## config.mk

```make
export PLATFORM = sky130hd
export DESIGN_NAME = i2cm_mbox
export DESIGN_NICKNAME = d
export VERILOG_FILES = /design/src/rtl/i2cm_pkg.sv /design/src/rtl/i2cm_tick.sv /design/src/rtl/i2cm_sync.sv /design/src/rtl/i2cm_engine.sv /design/src/rtl/i2cm_mbox.sv
export SDC_FILE = /design/constraint.sdc
export NUM_CORES = 1
export LEC_CHECK = 0
export ABC_AREA = 1
export BUFFER_PORTS_ARGS = -buffer_cell sky130_fd_sc_hd__buf_2
export CAP_MARGIN = 20
export CORE_UTILIZATION = 60
export DETAILED_ROUTE_END_ITERATION = 12
export GPL_TIMING_DRIVEN = 0
export PLACE_DENSITY = 0.81
export SYNTH_ARGS = -nofsm -noshare
export SYNTH_HDL_FRONTEND = slang
export SYNTH_SLANG_ARGS = --single-unit
```

## constraint.sdc

```tcl
create_clock -name clk -period 2.34 [get_ports clk]
set_clock_uncertainty 0.15 [all_clocks]
set_input_delay 0.351 -clock clk [delete_from_list [all_inputs] [get_ports clk]]
set_output_delay 0.351 -clock clk [all_outputs]
set_load 0.05 [all_outputs]
```

## src/rtl/i2cm_pkg.sv

```systemverilog
package i2cm_pkg;
  // register byte offsets
  localparam logic [3:0] OFS_EVT  = 4'h0;
  localparam logic [3:0] OFS_IEN  = 4'h2;
  localparam logic [3:0] OFS_TXD  = 4'h4;
  localparam logic [3:0] OFS_CMD  = 4'h6;
  localparam logic [3:0] OFS_RXD  = 4'h8;
  localparam logic [3:0] OFS_LAST = 4'hA;
  // event bit positions; order err, write, read
  localparam int EV_LO   = 13;
  localparam int EV_NUM  = 3;
  // command word fields
  localparam int CMD_WR   = 10;
  localparam int CMD_TWO  = 11;
  localparam int CMD_KEEP = 13;

  typedef enum logic [2:0] {
    ST_IDLE, ST_START, ST_RSTART, ST_BITS, ST_STOP, ST_HOLD
  } eng_st_t;

  typedef struct packed {
    logic [6:0]  addr;
    logic        wr;
    logic        two;
    logic        keep;
    logic [15:0] wdata;
  } cmd_t;
endpackage

```

## src/rtl/i2cm_tick.sv

```systemverilog
module i2cm_tick #(
  parameter int DIV = 4
) (
  input  logic clk,
  input  logic rst_n,
  output logic tick
);
  localparam int CW = (DIV > 1) ? $clog2(DIV) : 1;
  localparam logic [CW-1:0] LAST = CW'(DIV - 1);
  logic [CW-1:0] cnt;

  always_ff @(posedge clk or negedge rst_n)
    if (!rst_n) cnt <= '0;
    else if (cnt == LAST) cnt <= '0;
    else cnt <= cnt + 1'b1;

  assign tick = (cnt == LAST);
endmodule

```

## src/rtl/i2cm_sync.sv

```systemverilog
module i2cm_sync #(
  parameter int N      = 2,
  parameter int STAGES = 2
) (
  input  logic         clk,
  input  logic         rst_n,
  input  logic [N-1:0] d,
  output logic [N-1:0] q
);
  for (genvar g = 0; g < N; g++) begin : g_line
    logic [STAGES-1:0] sr;
    always_ff @(posedge clk or negedge rst_n)
      if (!rst_n) sr <= '1;
      else        sr <= {sr[STAGES-2:0], d[g]};
    assign q[g] = sr[STAGES-1];
  end
endmodule

```

## src/rtl/i2cm_engine.sv

```systemverilog
module i2cm_engine
  import i2cm_pkg::*;
(
  input  logic        clk,
  input  logic        rst_n,
  input  logic        tick,
  input  logic        scl_s,
  input  logic        sda_s,
  input  logic        go,
  input  cmd_t        cmd,
  output logic        busy,
  output logic        ev_err,
  output logic        ev_wr,
  output logic        ev_rd,
  output logic [15:0] rdata,
  output logic        scl_low,
  output logic        sda_low
);
  eng_st_t    st;
  logic [1:0] ph;
  logic [3:0] bitc;
  logic [1:0] bidx;
  logic [7:0] sh;
  logic       rbit;
  cmd_t       c;
  logic       txm, lastb, drive;

  assign busy  = (st != ST_IDLE) && (st != ST_HOLD);
  assign txm   = (bidx == 2'd0) || c.wr;
  assign lastb = (bidx == (c.two ? 2'd2 : 2'd1));
  assign drive = (bitc == 4'd8) ? (!txm && !lastb) : (txm && !sh[7]);

  always_ff @(posedge clk or negedge rst_n) begin
    if (!rst_n) begin
      st <= ST_IDLE; ph <= '0; bitc <= '0; bidx <= '0; sh <= '0; rbit <= 1'b1;
      rdata <= '0; c <= '0; scl_low <= 1'b0; sda_low <= 1'b0;
      ev_err <= 1'b0; ev_wr <= 1'b0; ev_rd <= 1'b0;
    end else begin
      ev_err <= 1'b0; ev_wr <= 1'b0; ev_rd <= 1'b0;
      if (go && !busy) begin
        c <= cmd; sh <= {cmd.addr, ~cmd.wr}; bidx <= '0; bitc <= '0; ph <= '0;
        if (!cmd.wr) rdata <= '0;
        st <= (st == ST_HOLD) ? ST_RSTART : ST_START;
      end else if (tick) begin
        case (st)
          ST_START:
            if (ph == 2'd0) begin sda_low <= 1'b1; ph <= 2'd1; end
            else begin scl_low <= 1'b1; ph <= 2'd0; st <= ST_BITS; end
          ST_RSTART, ST_STOP:
            case (ph)
              2'd0: begin sda_low <= (st == ST_STOP); ph <= 2'd1; end
              2'd1: begin scl_low <= 1'b0; ph <= 2'd2; end
              2'd2: if (scl_s) ph <= 2'd3;
              default: begin
                if (st == ST_STOP) begin sda_low <= 1'b0; st <= ST_IDLE; ph <= 2'd0; end
                else begin sda_low <= 1'b1; st <= ST_START; ph <= 2'd1; end
              end
            endcase
          ST_BITS:
            case (ph)
              2'd0: begin sda_low <= drive; ph <= 2'd1; end
              2'd1: begin scl_low <= 1'b0; ph <= 2'd2; end
              2'd2: if (scl_s) begin rbit <= sda_s; ph <= 2'd3; end
              default: begin
                scl_low <= 1'b1; ph <= 2'd0;
                if (bitc != 4'd8) begin
                  sh <= {sh[6:0], rbit}; bitc <= bitc + 4'd1;
                end else begin
                  bitc <= '0;
                  if (txm && rbit) begin
                    ev_err <= 1'b1; st <= ST_STOP;
                  end else begin
                    if (!txm) begin
                      if (bidx == 2'd2) rdata[15:8] <= sh;
                      else              rdata[7:0]  <= sh;
                    end
                    if (lastb) begin
                      ev_wr <= c.wr; ev_rd <= !c.wr;
                      st <= c.keep ? ST_HOLD : ST_STOP;
                    end else begin
                      bidx <= bidx + 2'd1;
                      sh <= (bidx == 2'd0) ? c.wdata[7:0] : c.wdata[15:8];
                    end
                  end
                end
              end
            endcase
          default: ;
        endcase
      end
    end
  end

  AST_IDLE_RELEASED: assert property (@(posedge clk) disable iff (!rst_n)
    (st == ST_IDLE) |-> (!scl_low && !sda_low));
  AST_SDA_STABLE_HIGH: assert property (@(posedge clk) disable iff (!rst_n)
    (st == ST_BITS && !scl_low && $past(!scl_low)) |-> $stable(sda_low));
  AST_NACK_STOP: assert property (@(posedge clk) disable iff (!rst_n)
    ev_err |-> (st == ST_STOP && scl_low));
  AST_KEEP_NO_STOP: assert property (@(posedge clk) disable iff (!rst_n)
    ((ev_wr || ev_rd) && c.keep) |-> (st == ST_HOLD && scl_low && !sda_low));
endmodule

```

## src/rtl/i2cm_mbox.sv

```systemverilog
module i2cm_mbox
  import i2cm_pkg::*;
#(
  parameter int CLK_DIV = 4
) (
  input  logic        clk,
  input  logic        rst_n,
  input  logic        wr_en,
  input  logic [3:0]  wr_addr,
  input  logic [15:0] wr_data,
  input  logic [3:0]  rd_addr,
  output logic [15:0] rd_data,
  output logic        irq,
  input  logic        scl_i,
  output logic        scl_oe,
  input  logic        sda_i,
  output logic        sda_oe
);
  logic              tick, busy, ev_err, ev_wr, ev_rd, scl_s, sda_s, accept, evt_wr;
  logic [15:0]       ien_q, txd_q, last_q, rxd, evt_word;
  logic [EV_NUM-1:0] evt_q, evt_set;
  cmd_t              cmd;

  i2cm_tick #(.DIV(CLK_DIV)) u_tick (.clk(clk), .rst_n(rst_n), .tick(tick));
  i2cm_sync #(.N(2), .STAGES(2)) u_sync (.clk(clk), .rst_n(rst_n),
    .d({scl_i, sda_i}), .q({scl_s, sda_s}));

  assign accept = wr_en && (wr_addr == OFS_CMD) && (wr_data[15:14] == 2'b10) && !busy;
  assign evt_wr = wr_en && (wr_addr == OFS_EVT);
  assign cmd    = '{addr: wr_data[7:1], wr: wr_data[CMD_WR], two: wr_data[CMD_TWO],
                    keep: wr_data[CMD_KEEP], wdata: txd_q};

  i2cm_engine u_eng (.clk(clk), .rst_n(rst_n), .tick(tick), .scl_s(scl_s), .sda_s(sda_s),
    .go(accept), .cmd(cmd), .busy(busy), .ev_err(ev_err), .ev_wr(ev_wr), .ev_rd(ev_rd),
    .rdata(rxd), .scl_low(scl_oe), .sda_low(sda_oe));

  always_ff @(posedge clk or negedge rst_n)
    if (!rst_n) begin
      ien_q <= '0; txd_q <= '0; last_q <= '0;
    end else begin
      if (wr_en && wr_addr == OFS_IEN) ien_q <= wr_data;
      if (wr_en && wr_addr == OFS_TXD) txd_q <= wr_data;
      if (accept) last_q <= wr_data;
    end

  assign evt_set = {ev_rd, ev_wr, ev_err};
  for (genvar g = 0; g < EV_NUM; g++) begin : g_evt
    always_ff @(posedge clk or negedge rst_n)
      if (!rst_n) evt_q[g] <= 1'b0;
      else evt_q[g] <= evt_set[g] | (evt_q[g] & ~(evt_wr & wr_data[EV_LO+g]));
  end

  assign evt_word = {evt_q, {EV_LO{1'b0}}};
  assign irq      = |(evt_word & ien_q);

  always_comb
    case (rd_addr)
      OFS_EVT:  rd_data = evt_word;
      OFS_IEN:  rd_data = ien_q;
      OFS_TXD:  rd_data = txd_q;
      OFS_RXD:  rd_data = rxd;
      OFS_LAST: rd_data = last_q;
      default:  rd_data = '0;
    endcase

  AST_SET_WINS: assert property (@(posedge clk) disable iff (!rst_n)
    (ev_wr && evt_wr && wr_data[EV_LO+1]) |=> evt_q[1]);
  AST_ONE_EVENT: assert property (@(posedge clk) disable iff (!rst_n)
    $onehot0({ev_err, ev_wr, ev_rd}));
  AST_BUSY_DROP: assert property (@(posedge clk) disable iff (!rst_n)
    (busy && wr_en && wr_addr == OFS_CMD) |=> $stable(last_q));
endmodule

```

=== After elaboration in Yosys (flattened, before gate mapping) ===
Cells that the tools add are included.

* Add/sub/neg operators: 3
* Equality and inequality tests: 41
* Muxes and demuxes: 83
* Bitwise logic cells: 15
* Reduce and logical (&&, ||, !) cells: 42

{| class="wikitable"
|+ Operators with widths
! cell !! number
|-
| 16-bit 2-to-1 mux || 8
|-
| 8-bit 2-to-1 mux || 10
|-
| 16-bit case mux with 5 select lines || 1
|-
| 1-bit 2-to-1 mux || 30
|-
| 2-bit 2-to-1 mux || 13
|-
| 3-bit 2-to-1 mux || 8
|-
| 4-bit 2-to-1 mux || 5
|-
| 2-bit case mux with 3 select lines || 3
|-
| 6-bit AND reduction || 3
|-
| 16-bit AND || 1
|-
| 8-bit AND reduction || 2
|-
| 16-bit OR reduction || 1
|-
| 2-bit by 1-bit != test with 1-bit output (second input constant) || 7
|-
| 4-bit by 3-bit == test with 1-bit output (second input constant) || 3
|-
| 4-bit == test (second input constant) || 3
|-
| 2-bit != test (second input constant) || 6
|-
| 3-bit by 2-bit != test with 1-bit output (second input constant) || 4
|-
| 1-bit logical AND || 11
|-
| 5-bit AND reduction || 2
|-
| 3-bit case mux with 3 select lines || 1
|-
| 2-bit == test (second input constant) || 4
|-
| 4-bit by 2-bit == test with 1-bit output (second input constant) || 2
|-
| 4-bit logical NOT || 2
|-
| 7-bit AND reduction || 1
|-
| other kinds (26) || 53
|}

* Output and inout port bits: 19
* Input port bits: 29
* Flip-flop bits (word level): 117

=== Depth between registers and ports, before layout ===
Gate-level depths: netlist (run 1).

* Word-level depth: 9
* Gate-level depth with buffers: 12

=== Modules after synthesis ===
From an unflattened synthesis (run 1), not the netlist that was laid out.

* Cell total of the unflattened synthesis: 744
* Area total of the unflattened synthesis: 6032.0 um^2

{| class="wikitable"
|+ Modules (own cells, without submodules)
! module !! area each (um^2) !! seq. area each (um^2) !! cells an instance !! times used
|-
| i2cm_engine || 3311.9 || 1502.7 || 408 || 1
|-
| i2cm_mbox || 2533.7 || 1276.2 || 326 || 1
|-
| i2cm_sync || 120.1 || 105.1 || 6 || 1
|-
| i2cm_tick || 66.3 || 50.0 || 4 || 1
|}

=== Worst setup path before layout (run 1) ===
Ideal clock, no wire load.

* Path type: input to output
* Start point: input rd_addr[3]
* End point: output rd_data[13]
* Arrival time: 1.505 ns
* Stages: 6
* Required time: 1.839 ns
* Slack: 0.334 ns
* Path buffers: 1
* Cells stage by stage: nor2_1 -> nand2_1 -> inv_1 -> clkbuf_1 -> nand2_1 -> nand4_1

* Longest elaborated chain between the ends: 2
* Elaborated cells on any way between the ends: 6
* Those cells by class: eq/ne (4); mux (1); reduce/logical (1)

{| class="wikitable"
|+ RTL lines
! element !! line !! RTL
|-
| start: declaration || i2cm_mbox.sv:11 || <nowiki>input logic [3:0] rd_addr,</nowiki>
|-
| 4-bit == test, or another cell as far along || i2cm_mbox.sv:57 || <nowiki>case (rd_addr)</nowiki>
|-
| 16-bit case mux with 5 select lines (*) || i2cm_mbox.sv:57 ||
|-
| end: declaration || i2cm_mbox.sv:12 || <nowiki>output logic [15:0] rd_data,</nowiki>
|}

Every way passes the cells marked *; elsewhere a longest branch is shown, timed or not.

=== Worst setup path in the final report (run 1) ===
* Start point: input rd_addr[2]
* End point: output rd_data[5]

Same word-level chain as after synthesis.

==> run metrics, run 1 <==
Routed met3 length 1590 µm; Hold Crit Class input pin to flop; Placeable Area 9150 µm²; endpoints failing setup 0; Worst Path Required 1.84 ns; initial DRC count 568; layout cells sized above 1 0.150; Hold Crit Start wr_data[11]; IO buf count 47; Avg WL per Cell between 15 and 20 µm; worst r2r dst u_eng.rdata[15]; full die area slightly below 10000 µm²; final hold violation count 1; Final HPWL DP 10900 µm; CTS Sinks between 100 and 150; Die Y 98.9 µm; CTS tree yes; vias in the first global route 5217; Layout Cells excl Fill 932; DR top layer met4; startpoint type of the worst setup path input pin; CP endpoint kind output port; placed cells 890; mean post-synth cell area 7.71 µm²; Hold EP u_eng.c[17]; VDD IR-drop max approximately 0.9 mV; DRT Pass-1 Iters 6; reg-to-reg setup timing slack about 0.15 ns; failing checks hold timing; total power about 0.0064 W; critical path data arrival time 1.81 ns; post-synthesis instance area 5640 µm²; Worst Hold Depth 3; Post-synth top cells nand2_1, dfrtp_1, inv_1; Slew Limit Fails 0; worst reg2reg startpoint u_eng.bidx[0]; Antenna Violating Nets Remaining 0; status finished with violations; total gr overflow 0; Leak 3.52 nW; Longest Clk Path Bufs 2; ys flop type dfrtp_1; Setup WS post-layout approximately 0.033 ns; r2r worst-path depth 12; dominant cell type by area after synthesis dfrtp_1; PwrDens 952 nW/µm²; routed wl met2 7410 µm; syn nets 769; relative slew slack 0.431; fin crit period approximately 2.3 ns; Worst-path clk slew 0.05 ns; number of top-level pins 48; post-synthesis sequential area ratio 0.507; asr flop ratio synth 1.00; crit path max fanout 10; Core Rows 35; count of cell types in the netlist 29; DIE WIDTH just under 100 µm; main area contributors after synthesis dfrtp_1, nand2_1, o21ai_0; gr usage total 0.352; pin count of the biggest net entering global routing 68; top-count cell post-synth nand2_1; area share of the largest cell type after synthesis 0.484; pre-CTS WS -0.157 ns; Syn Inst Count about 730; latest clock arrival within the worst-skew pair between 0.5 and 0.6 ns; Initial Util 0.616; Num CTS Buffers 17; EDFF count, synth 0; kind of critical path input pin to output port; final worst-path cycle share 0.986; worst slew pin tran 0.853 ns; Residual DRC 0; antenna violations before repair 0; yosys warns 0; fin nets approximately 850; total number of vias 5386; routed wire length 16100 µm; WHS -0.00561 ns; CTS root buffer clkbuf_8; f_max ~0.43 GHz; max cap viols 0; Seq cells post-synth 114; gpl congestion between 0.9 and 1; Layout area overhead 19.2%; Vias/cell between 5 and 6; Antenna Cells 0; wl on met1 6550 µm; setup_tns 0 ns; global-route wire length before repair about 26000 µm; number of H-tree levels 4
==> worst max-delay path by stage <==
stage | from | endpoint
3_3_place_gp | rst_n | last_q[6]
2_1_floorplan | rd_addr[3] | rd_data[13]
3_5_place_dp | rd_addr[0] | rd_data[10]
5_1_grt | rd_addr[2] | rd_data[7]
6_report | rd_addr[2] | rd_data[5]
4_1_cts | rd_addr[2] | rd_data[6]
==> cells by family after synthesis <==
| family | after synthesis | share of synthesized area |
|---|---|---|
| simple gates | 328 | 0.242 |
| compound gates | 146 | 0.135 |
| buf+inv | 133 | 0.0952 |
| flops | 114 | 0.507 |
| fa+ha+maj | 9 | 0.0200 |
| xor+xnor | 1 | 0.00155 |
==> state kept, by name (all words and copies together) (netlist names) <==
register          count
u_eng.ev_wr           1
u_eng.ev_rd           1
txd_q                16
u_sync.g_line.sr      4
u_eng.rdata          16
u_eng.st              3
u_eng.c              19
u_eng.ev_err          1
u_eng.sh              8
evt_q                 3
u_eng.bidx            2
u_eng.sda_low         1
last_q               13
u_eng.scl_low         1
u_eng.bitc            4
u_tick.cnt            2
ien_q                16
u_eng.rbit            1
u_eng.ph              2
==> power breakdown <==
part	total, W	internal (W)	switching, W	leakage [nW]
registers	0.00259	0.00233	0.000266	1.38
logic	0.00139	0.000457	0.000932	1.88
clock network	0.00242	0.00153	0.000889	0.267
==> per-layer routing <==
layer | global-route usage | up-vias
met4 | 0.144 | 0
met2 | 0.551 | 324
met3 | 0.105 | 61
met1 | 0.461 | 2530
met5 | 0 | -
li1 | - | 2471
==> final cells by class <==
type / count / area (µm²)
repair buffers: 58 / 365
clock inverters: 11 / 113
clock buffers: 21 / 439
multi-input cells: 484 / 2260
inverters: 107 / 402
fillers: 660 / 2430
well taps: 111 / 139
flip-flops and latches: 114 / 2860
plain buffers: 26 / 150
==> timing repair <==
item,CTS,global route
gates resized for setup,5,16
setup endpoints to repair,16,27
pin swaps,0,2
hold buffers,8,0
buffers inserted,0,2
hold endpoints to repair,74,0
==> critical path, stage by stage <==
cell and delay, ns:
buf_2 0.11, nor2_1 0.22, nand3_2 0.24, buf_2 0.28, o22ai_1 0.20, a21oi_1 0.07
nand2_1 0.07, buf_2 0.25
==> per-stage QoR <==
| step | cell area (µm²) | utilization |
|---|---|---|
| global route | 6720 | 0.735 |
| detailed placement | 6040 | 0.660 |
| global placement | 6010 | 0.657 |
| finish | 6720 | 0.735 |
| CTS | 6680 | 0.730 |
| floorplan | 5640 | - |
==> placed cells by master (no fill, tap or decap), drive strengths merged <==
cell type / count
and2: 1
o21ai: 103
nand3: 37
xor2: 1
dfstp: 5
nand2: 224
ha: 9
clkinvlp: 3
o2111ai: 1
buf: 60
nor3: 4
nor2: 52
inv: 107
nand4: 6
clkinv: 6
o22ai: 17
nor4: 1
bufinv: 2
or2: 1
a21oi: 25
dlygate4sd3: 8
clkbuf: 37
nand3b: 2
dfrtp: 109
(Power assumes the default switching activity.)
==> run 2, diff against run 1 <==
--- a/config.mk
+++ b/config.mk
@@ -11,7 +11,7 @@
 export CORE_UTILIZATION = 60
 export DETAILED_ROUTE_END_ITERATION = 12
 export GPL_TIMING_DRIVEN = 0
-export PLACE_DENSITY = 0.81
+export PLACE_DENSITY = 0.83
 export SYNTH_ARGS = -nofsm -noshare
 export SYNTH_HDL_FRONTEND = slang
 export SYNTH_SLANG_ARGS = --single-unit
==> run 2 against run 1 <==
Effect of this change:
- the run now ends clean
- power increased by 3.8%
- worst setup slack improved by 0.031 ns
- clock power increased by 10%
- sequential share of layout area decreased by 0.23 points
- count of clock-buffer cells in the layout decreased by 1
- fmax increased by 1.3%
- utilization increased by 0.40 points
- critical path depth unchanged
- combinational power about the same
- critical endpoint is now rd_data[10]
==> run metrics, run 2 (synthesis gave the netlist of run 1 again) <==
fin crit period around 2.3 ns; total gr overflow 0; Core Rows 35; Leak 3.53 nW; largest reg by FF count u_eng.c; total power 0.00664 W; CTS Sinks 114; Residual DRC 0; CTS tree yes; reg-to-reg setup timing slack 0.18 ns; endpoints failing setup 0; worst slew pin tran 0.629 ns; max reg flops 19; Hold Crit Class input pin to flop; number of top-level pins 48; power share of the clock group 0.401; Layout area overhead 19.9%; f_max 0.439 GHz; Setup WS post-layout around 0.063 ns; initial DRC count 617; number of H-tree levels 4; r2r worst-path depth 11; Layout Cells excl Fill 928; total number of vias 5391; setup_tns 0 ns; VDD IR-drop max 0.546 mV; gpl congestion 0.966; final worst-path cycle share 0.973; Sw Share 0.315; Int Pwr 0.00455 W; Vias/cell between 5 and 6; antenna violations before repair 0; Final HPWL DP 11200 µm; routed wire length roughly 16000 µm; Hold Crit Start wr_data[10]; CP endpoint kind output port; kind of critical path input pin to output port; startpoint type of the worst setup path input pin; PwrDens 983 nW/µm²; status finished clean; latest clock arrival within the worst-skew pair between 0.5 and 0.6 ns; Longest Clk Path Bufs 2; fin nets 843; gr usage total 0.356; total setup buffers inserted after CTS 0; global-route wire length before repair between 20000 and 30000 µm; IO buf count 47; relative slew slack 0.581; pin count of the biggest net entering global routing 72; Avg WL per Cell 17.4 µm; Slew Limit Fails 0; Worst-path clk slew 0.05 ns; Hold EP ien_q[10]; Antenna Violating Nets Remaining 0; Antenna Cells 0; full die area 9790 µm²; most frequent cells in the layout nand2_1, dfrtp_1, inv_1; commonest non-fill, non-tap cell in the layout nand2_1; Initial Util 0.616; placed cells 890; Worst Path Required 1.84 ns; net load switching power between 0.002 and 0.0025 W; part of the power in registers 0.391; crit path max fanout 10; DRT Pass-1 Iters 7; Placeable Area just over 9000 µm²; final hold violation count 0; pre-CTS WS -0.165 ns; critical path data arrival time 1.78 ns; Num CTS Buffers 17; Combinational Power Share 0.208; vias in the first global route 5283; WHS 0.00313 ns; Worst Hold Depth 3; Die Y 98.9 µm; worst r2r dst u_eng.sh[0]; CTS root buffer clkbuf_8; layout cells sized above 1 0.149; DIE WIDTH 98.9 µm; max cap viols 0; worst reg2reg startpoint u_eng.bitc[0]
-- run 2: cell types whose count changed in the layout (fill, tap and decap cells not counted) --
cell,before,now
bufinv_16,2,4
o21ai_1,13,14
dlygate4sd3_1,8,7
clkinv_2,6,5
clkbuf_1,12,10
buf_4,5,3
nand3_4,0,1
clkinvlp_4,3,2
o21ai_0,89,88
nand3_2,6,5
clkbuf_8,2,3
-- run 2: layout make-up --
type	count	area, µm²
multi-input combinational	484	2260
clock buffer	20	445
clock inverter	11	160
inverter	107	402
buffer	26	148
fill	685	2390
tap	111	139
timing repair buffer	55	343
sequential	114	2860
-- run 2: repair_timing --
item / 4_1_cts / 5_1_grt
pin swaps: 0 / 1
endpoints found under the hold margin: 53 / 0
hold buffers: 7 / 0
resized for setup: 5 / 18
setup endpoints to repair: 16 / 26
-- run 2: layer usage --
layer / track usage / part of all wire / vias to the layer above
li1: - / - / 2464
met2: 0.546 / 0.47 / 303
met3: 0.0816 / 0.098 / 52
met5: 0 / 0 / -
met1: 0.480 / 0.40 / 2572
met4: 0.173 / 0.032 / 0
-- run 2: how the worst max path moves through the flow --
stage / cells after the start / to / slack [ns] / startpoint
CTS: 8 / rd_data[6] / 0.003 / rd_addr[2]
detailed placement: 8 / rd_data[10] / -0.16 / rd_addr[0]
floorplan: 6 / rd_data[13] / 0.33 / rd_addr[3]
global placement: 1 / last_q[4] / -0.50 / rst_n
global route: 8 / rd_data[6] / -0.02 / rd_addr[2]
finish: 8 / rd_data[10] / 0.06 / rd_addr[2]
-- run 2: critical path, cell delays in order --
cell and delay, ns:
buf_2 0.11, nor2_1 0.19, nand3_2 0.21, buf_2 0.26
o22ai_1 0.18, a21oi_1 0.06, nand2_1 0.11, buf_2 0.28
-- run 2: through the flow --
step	util	cell area [µm²]
3_5_place_dp	0.660	6040
4_1_cts	0.735	6730
5_1_grt	0.738	6760
6_report	0.738	6760
2_1_floorplan	-	5640
3_3_place_gp	0.657	6010
-- run 2: power groups by stage --
stage,combinational (W),clock [W],sequential (W)
3_5_place_dp,0.00133,0,0.00261
3_3_place_gp,0.00127,0,0.00259
4_1_cts,0.00135,0.00266,0.00258
6_report,0.00138,0.00267,0.00260
2_1_floorplan,0.000933,0,0.00259
5_1_grt,0.00157,0.00276,0.00262
